`src/rtl/pio_pkg.sv`:
```
package pio_pkg;
    localparam int DW       = 8;
    localparam int NPORT    = 3;
    localparam int HALF     = DW / 2;
    localparam int IDXW     = $clog2(DW);
    localparam int AW       = $clog2(NPORT + 1);
    localparam int PORT_C   = NPORT - 1;
    localparam logic [DW-1:0] RESET_WORD = 8'h9B;

    typedef enum logic [AW-1:0] {
        SEL_A   = 2'd0,
        SEL_B   = 2'd1,
        SEL_C   = 2'd2,
        SEL_CTL = 2'd3
    } sel_e;

    typedef struct packed {
        logic       is_mode;
        logic [1:0] grp_a_mode;
        logic       a_in;
        logic       cu_in;
        logic       grp_b_mode;
        logic       b_in;
        logic       cl_in;
    } mode_t;

    typedef struct packed {
        logic            is_mode;
        logic [2:0]      spare;
        logic [IDXW-1:0] idx;
        logic            val;
    } bitcmd_t;

    function automatic logic [DW-1:0] oe_mask(mode_t m, int p);
        logic [DW-1:0] r;
        case (p)
            0:       r = {DW{~m.a_in}};
            1:       r = {DW{~m.b_in}};
            default: r = {{HALF{~m.cu_in}}, {HALF{~m.cl_in}}};
        endcase
        return r;
    endfunction

    function automatic logic [DW-1:0] rd_merge(logic [DW-1:0] lat,
                                               logic [DW-1:0] pin,
                                               logic [DW-1:0] oe);
        return (lat & oe) | (pin & ~oe);
    endfunction
endpackage

```
`src/rtl/pio_bus_dec.sv`:
```
module pio_bus_dec
    import pio_pkg::*;
(
    input  logic             cs_n,
    input  logic             rd_n,
    input  logic             wr_n,
    input  logic [AW-1:0]    addr,
    output logic [NPORT-1:0] wr_port,
    output logic             wr_ctl,
    output logic             rd_en,
    output sel_e             rd_sel
);
    logic wr_any;

    assign wr_any = ~cs_n & ~wr_n;
    assign rd_en  = ~cs_n & ~rd_n;
    assign rd_sel = sel_e'(addr);
    assign wr_ctl = wr_any && (sel_e'(addr) == SEL_CTL);

    for (genvar g = 0; g < NPORT; g++) begin : g_wsel
        assign wr_port[g] = wr_any && (addr == AW'(g));
    end
endmodule

```
`src/rtl/pio_ctl_reg.sv`:
```
module pio_ctl_reg
    import pio_pkg::*;
(
    input  logic            clk,
    input  logic            rst,
    input  logic            wr_ctl,
    input  logic [DW-1:0]   wdata,
    output mode_t           mode,
    output logic            clr_lat,
    output logic            bit_wr,
    output logic [IDXW-1:0] bit_idx,
    output logic            bit_val
);
    bitcmd_t cmd;

    assign cmd     = bitcmd_t'(wdata);
    assign clr_lat = wr_ctl &  cmd.is_mode;
    assign bit_wr  = wr_ctl & ~cmd.is_mode;
    assign bit_idx = cmd.idx;
    assign bit_val = cmd.val;

    always_ff @(posedge clk) begin
        if (rst) begin
            mode <= mode_t'(RESET_WORD);
        end else if (clr_lat) begin
            mode <= mode_t'(wdata);
        end
    end
endmodule

```
`src/rtl/pio_out_latch.sv`:
```
module pio_out_latch
    import pio_pkg::*;
(
    input  logic            clk,
    input  logic            rst,
    input  logic            clr,
    input  logic            wr,
    input  logic [DW-1:0]   wdata,
    input  logic            bit_wr,
    input  logic [IDXW-1:0] bit_idx,
    input  logic            bit_val,
    output logic [DW-1:0]   q
);
    always_ff @(posedge clk) begin
        if (rst || clr) begin
            q <= '0;
        end else if (wr) begin
            q <= wdata;
        end else if (bit_wr) begin
            q[bit_idx] <= bit_val;
        end
    end
endmodule

```
`src/rtl/pio_ctrl.sv`:
```
module pio_ctrl
    import pio_pkg::*;
(
    input  logic          clk,
    input  logic          rst,
    input  logic          cs_n,
    input  logic          rd_n,
    input  logic          wr_n,
    input  logic [1:0]    addr,
    input  logic [7:0]    d_i,
    output logic [7:0]    d_o,
    output logic          d_oe,
    input  logic [7:0]    pa_i,
    output logic [7:0]    pa_o,
    output logic [7:0]    pa_oe,
    input  logic [7:0]    pb_i,
    output logic [7:0]    pb_o,
    output logic [7:0]    pb_oe,
    input  logic [7:0]    pc_i,
    output logic [7:0]    pc_o,
    output logic [7:0]    pc_oe
);
    logic [NPORT-1:0] wr_port;
    logic             wr_ctl;
    logic             rd_en;
    sel_e             rd_sel;
    mode_t            mode;
    logic             clr_lat;
    logic             bit_wr;
    logic [IDXW-1:0]  bit_idx;
    logic             bit_val;
    logic [DW-1:0]    lat_q  [NPORT];
    logic [DW-1:0]    pin_i  [NPORT];
    logic [DW-1:0]    oe     [NPORT];
    logic [DW-1:0]    rd_val [NPORT];

    pio_bus_dec u_dec (
        .cs_n    (cs_n),
        .rd_n    (rd_n),
        .wr_n    (wr_n),
        .addr    (addr),
        .wr_port (wr_port),
        .wr_ctl  (wr_ctl),
        .rd_en   (rd_en),
        .rd_sel  (rd_sel)
    );

    pio_ctl_reg u_ctl (
        .clk     (clk),
        .rst     (rst),
        .wr_ctl  (wr_ctl),
        .wdata   (d_i),
        .mode    (mode),
        .clr_lat (clr_lat),
        .bit_wr  (bit_wr),
        .bit_idx (bit_idx),
        .bit_val (bit_val)
    );

    assign pin_i[0] = pa_i;
    assign pin_i[1] = pb_i;
    assign pin_i[2] = pc_i;

    for (genvar g = 0; g < NPORT; g++) begin : g_port
        pio_out_latch u_lat (
            .clk     (clk),
            .rst     (rst),
            .clr     (clr_lat),
            .wr      (wr_port[g]),
            .wdata   (d_i),
            .bit_wr  (bit_wr && (g == PORT_C)),
            .bit_idx (bit_idx),
            .bit_val (bit_val),
            .q       (lat_q[g])
        );
        assign oe[g]     = oe_mask(mode, g);
        assign rd_val[g] = rd_merge(lat_q[g], pin_i[g], oe[g]);
    end

    assign pa_o  = lat_q[0];
    assign pb_o  = lat_q[1];
    assign pc_o  = lat_q[2];
    assign pa_oe = oe[0];
    assign pb_oe = oe[1];
    assign pc_oe = oe[2];

    always_comb begin
        case (rd_sel)
            SEL_A:   d_o = rd_val[0];
            SEL_B:   d_o = rd_val[1];
            SEL_C:   d_o = rd_val[2];
            default: d_o = mode;
        endcase
    end
    assign d_oe = rd_en;
endmodule

```
`config.mk`:
```
export PLATFORM = sky130hd
export DESIGN_NAME = pio_ctrl
export DESIGN_NICKNAME = d
export VERILOG_FILES = /design/src/rtl/pio_pkg.sv /design/src/rtl/pio_bus_dec.sv /design/src/rtl/pio_ctl_reg.sv /design/src/rtl/pio_out_latch.sv /design/src/rtl/pio_ctrl.sv
export SDC_FILE = /design/constraint.sdc
export NUM_CORES = 1
export LEC_CHECK = 0
export BUFFER_PORTS_ARGS = -buffer_cell sky130_fd_sc_hd__buf_2
export CAP_MARGIN = 5
export CORE_MARGIN = 5
export CORE_UTILIZATION = 49
export DETAILED_ROUTE_END_ITERATION = 7
export PLACE_DENSITY_LB_ADDON = 0.3
export REMOVE_ABC_BUFFERS = 1
export SKIP_LAST_GASP = 1
export SYNTH_ARGS = -nofsm -noshare
export SYNTH_HDL_FRONTEND = slang
export SYNTH_HIERARCHICAL = 1
export SYNTH_SLANG_ARGS = --single-unit
```
`constraint.sdc`:
```
create_clock -name clk -period 1.75 [get_ports clk]
set_input_delay 0.0875 -clock clk [delete_from_list [all_inputs] [get_ports clk]]
set_output_delay 0.0875 -clock clk [all_outputs]
set_load 0.05 [all_outputs]
```
==> reports/results.ini <==
[sta]
fmax_mhz=567.2
worstMarginPinSlew_ns=0.5825
rsz0062_at_grt=yes
hold_viol_final=0
fin_skew_ns=0
slew_headroom_pct=61.03
setup_viol=1
timing.final.crit_share_pct=100.7
finalHoldWorstSlack_ns=0.1089
final-max-slew-violation-count=0
layout_min_cycle_time_ns=1.763
finalWorstSetupSlack_ns=-0.01310

[min_path]
min_to=u_ctl/mode[2]
min_path_cells=2
min_from=rst
hold_path_class=input pin to register

[grt]
antenna_found_initial=0
track_usage_pct=22.89
grt_start_max_net_pins=20
grt_overflow=0
grt_pass1_wl_mm=11.43
grt_pass1_vias=2230

[route]
top_layer=met4
ant_nets=0
dr.pass1.iters=4
routed-via-count=2381
drt_wl_total_mm=7.208
drc_errors=0
via_per_inst=5.683
wl_per_cell_um=17.20
dr_wl_met2_mm=3.244
dr_wl_met3_um=753
drt_iter0_markers=165
routedLengthMet1_mm=3.105

[critical_path]
reg2reg_slack_ns=0.77
crit_path_start_kind=register
reg2reg_from=g_port[2].u_lat/q[4]
crit_required_ns=1.66
cp.arrival_ns=1.68
crit_type=register to primary output
startpoint=u_ctl/mode[0]
cp-end-kind=primary output
r2r-end=g_port[2].u_lat/q[4]
cp_max_fo=4
ff2ff_path_depth=2

[synth]
ys_ff_latch=32
yosysTopAreaCell=dfxtp_1
async_flop_share_pct=0
synth_cell_types=41
synth_cells=258
syn-cell-area_mm2=0.002434
synthDominantCellAreaShare_pct=26.32
synth_edf_count=0
yosys_warnings=6
ys_seq_area_share_pct=26.32
syn_area_per_cell_um2=9.432
synth_flop_cell=dfxtp_1
synthTopCellsByArea=dfxtp_1 (26%), a2111oi_1 (9.9%), buf_4 (8.6%)

[pwr]
p_leak_nw=1.478
ir_drop_mv=0.3497
total_power_mw=1.996
pwr_density_cell_mw_per_mm2=663.1

[cts]
cts.sinks=32
cts_made_buffers=5
htree_levels=2
clkTransAtPathRegs_ns=0.06
clock_tree.buffer_depth=2
root_buffer=clkbuf_8
clkLatencyLatePin_ns=0.28
hold_buffers=0
cts_tree=done

[layout]
antennaDiodeCount=0
final_nets=390
stdcell_area_mm2=0.003010
utilization_pct=62.90
area_delta_synth_final_pct=23.70
layout-drive-gt1-share_pct=44.60

[die]
coreArea_mm2=0.004786
die_y_um=80.48
initial_utilization_pct=50.85
io-pin-count=96
die_w_um=80.48
rows=25
die_area_mm2=0.006476

[placed_design]
hpwl_mm=5.459
portBuffers=95
place_area_mm2=0.002898
gp_congestion=0.8340

[run_status]
outcome=finished, violations left
violations=setup timing

[flow_run]
cap_violations=0

[state kept, by name (all words and copies together), names as in the netlist]
| signal | flops |
|---|---|
| u_ctl/mode | 8 |
| g_port.u_lat/q | 24 |
[layout make-up]
class | count | area (um^2)
Fill cell | 434 | 1775
Clock buffer | 8 | 90.09
Inverter | 5 | 18.77
Multi-Input combinational cell | 196 | 1565
Timing Repair Buffer | 111 | 603.1
Tap cell | 67 | 83.83
Sequential cell | 32 | 649.4
[kinds of logic after synthesis]
group | after synthesis | share of synthesized area, %
buffers and inverters | 45 | 12.70
AO/OA/AOI/OAI | 52 | 20.31
flip-flops | 32 | 26.32
AND/OR/NAND/NOR | 107 | 31.31
multiplexers | 21 | 9.203
other | 1 | 0.1541
[power by group]
part / internal, mW / leakage [nW] / switching, mW / total, mW
sequential: 0.758 / 0.260 / 0.0271 / 0.785
combinational: 0.195 / 1.17 / 0.419 / 0.615
clock: 0.321 / 0.0455 / 0.276 / 0.597
[Yosys cell counts (5+ instances only)]
| cell type | instances |
|---|---|
| a2111oi_1 | 24 |
| o221ai_1 | 6 |
| nor4b_1 | 5 |
| mux2i_1 | 13 |
| nor2b_1 | 28 |
| or2b_1 | 5 |
| nor2_1 | 5 |
| dfxtp_1 | 32 |
| and4b_2 | 9 |
| inv_1 | 5 |
| and4bb_1 | 9 |
| buf_4 | 28 |
| mux2_2 | 7 |
| nor3_1 | 24 |
| o211ai_2 | 5 |
[how the worst max path moves through the flow]
stage	endpoint	cells past startpoint	slack, ns
2_1_floorplan	pa_oe[0]	1	-1.10
3_3_place_gp	d_o[3]	4	0.19
3_5_place_dp	g_port[2].u_lat/q[4]	7	0.1
4_1_cts	d_o[3]	4	-0.04
5_1_grt	d_o[3]	4	-0.03
6_report	d_o[3]	4	-0.01
[metrics by stage]
stage | instances | setup WS (ns) | TNS [ns]
floorplan | 233 | -1.102 | -22.00
global placement | 411 | 0.1915 | 0
detailed placement | 411 | 0.09703 | 0
CTS | 419 | -0.03821 | -0.03821
global route | 419 | -0.02784 | -0.03583
finish | 419 | -0.01310 | -0.01310
[layer usage]
layer  up-vias  GRT usage, %
li1       1152             -
met1      1098         31.29
met2       122         35.51
met3         9         4.933
met4         0         7.601
met5         -             0
[worst max-delay path: stages (launching register included)]
cell and delay (ns):
dfxtp_4 0.38, mux2_4 0.30, o211ai_1 0.32, o221ai_1 0.18
buf_4 0.22
[cell usage in the layout (no fill, tap or decap), types with 4 or more instances in the layout]
cell type and count:
and4bb_1 9, and4b_2 9, nor2b_1 28, a211o_1 4, mux2_2 7, mux2i_1 13, buf_4 19, inv_1 5
conb_1 16, nor3_1 24, o211ai_2 5, a2111oi_1 24, o221ai_1 5, nor2_1 5, or2_1 4, dfxtp_1 29
or2b_1 5, clkbuf_8 6, buf_2 92
[what timing repair did]
item / CTS / global route
gates resized for setup: 2 / 10
endpoints found under the setup margin: 6 / 6
buffers inserted: 0 / 0
pin swaps: 1 / 1
(Power assumes the default switching activity.)
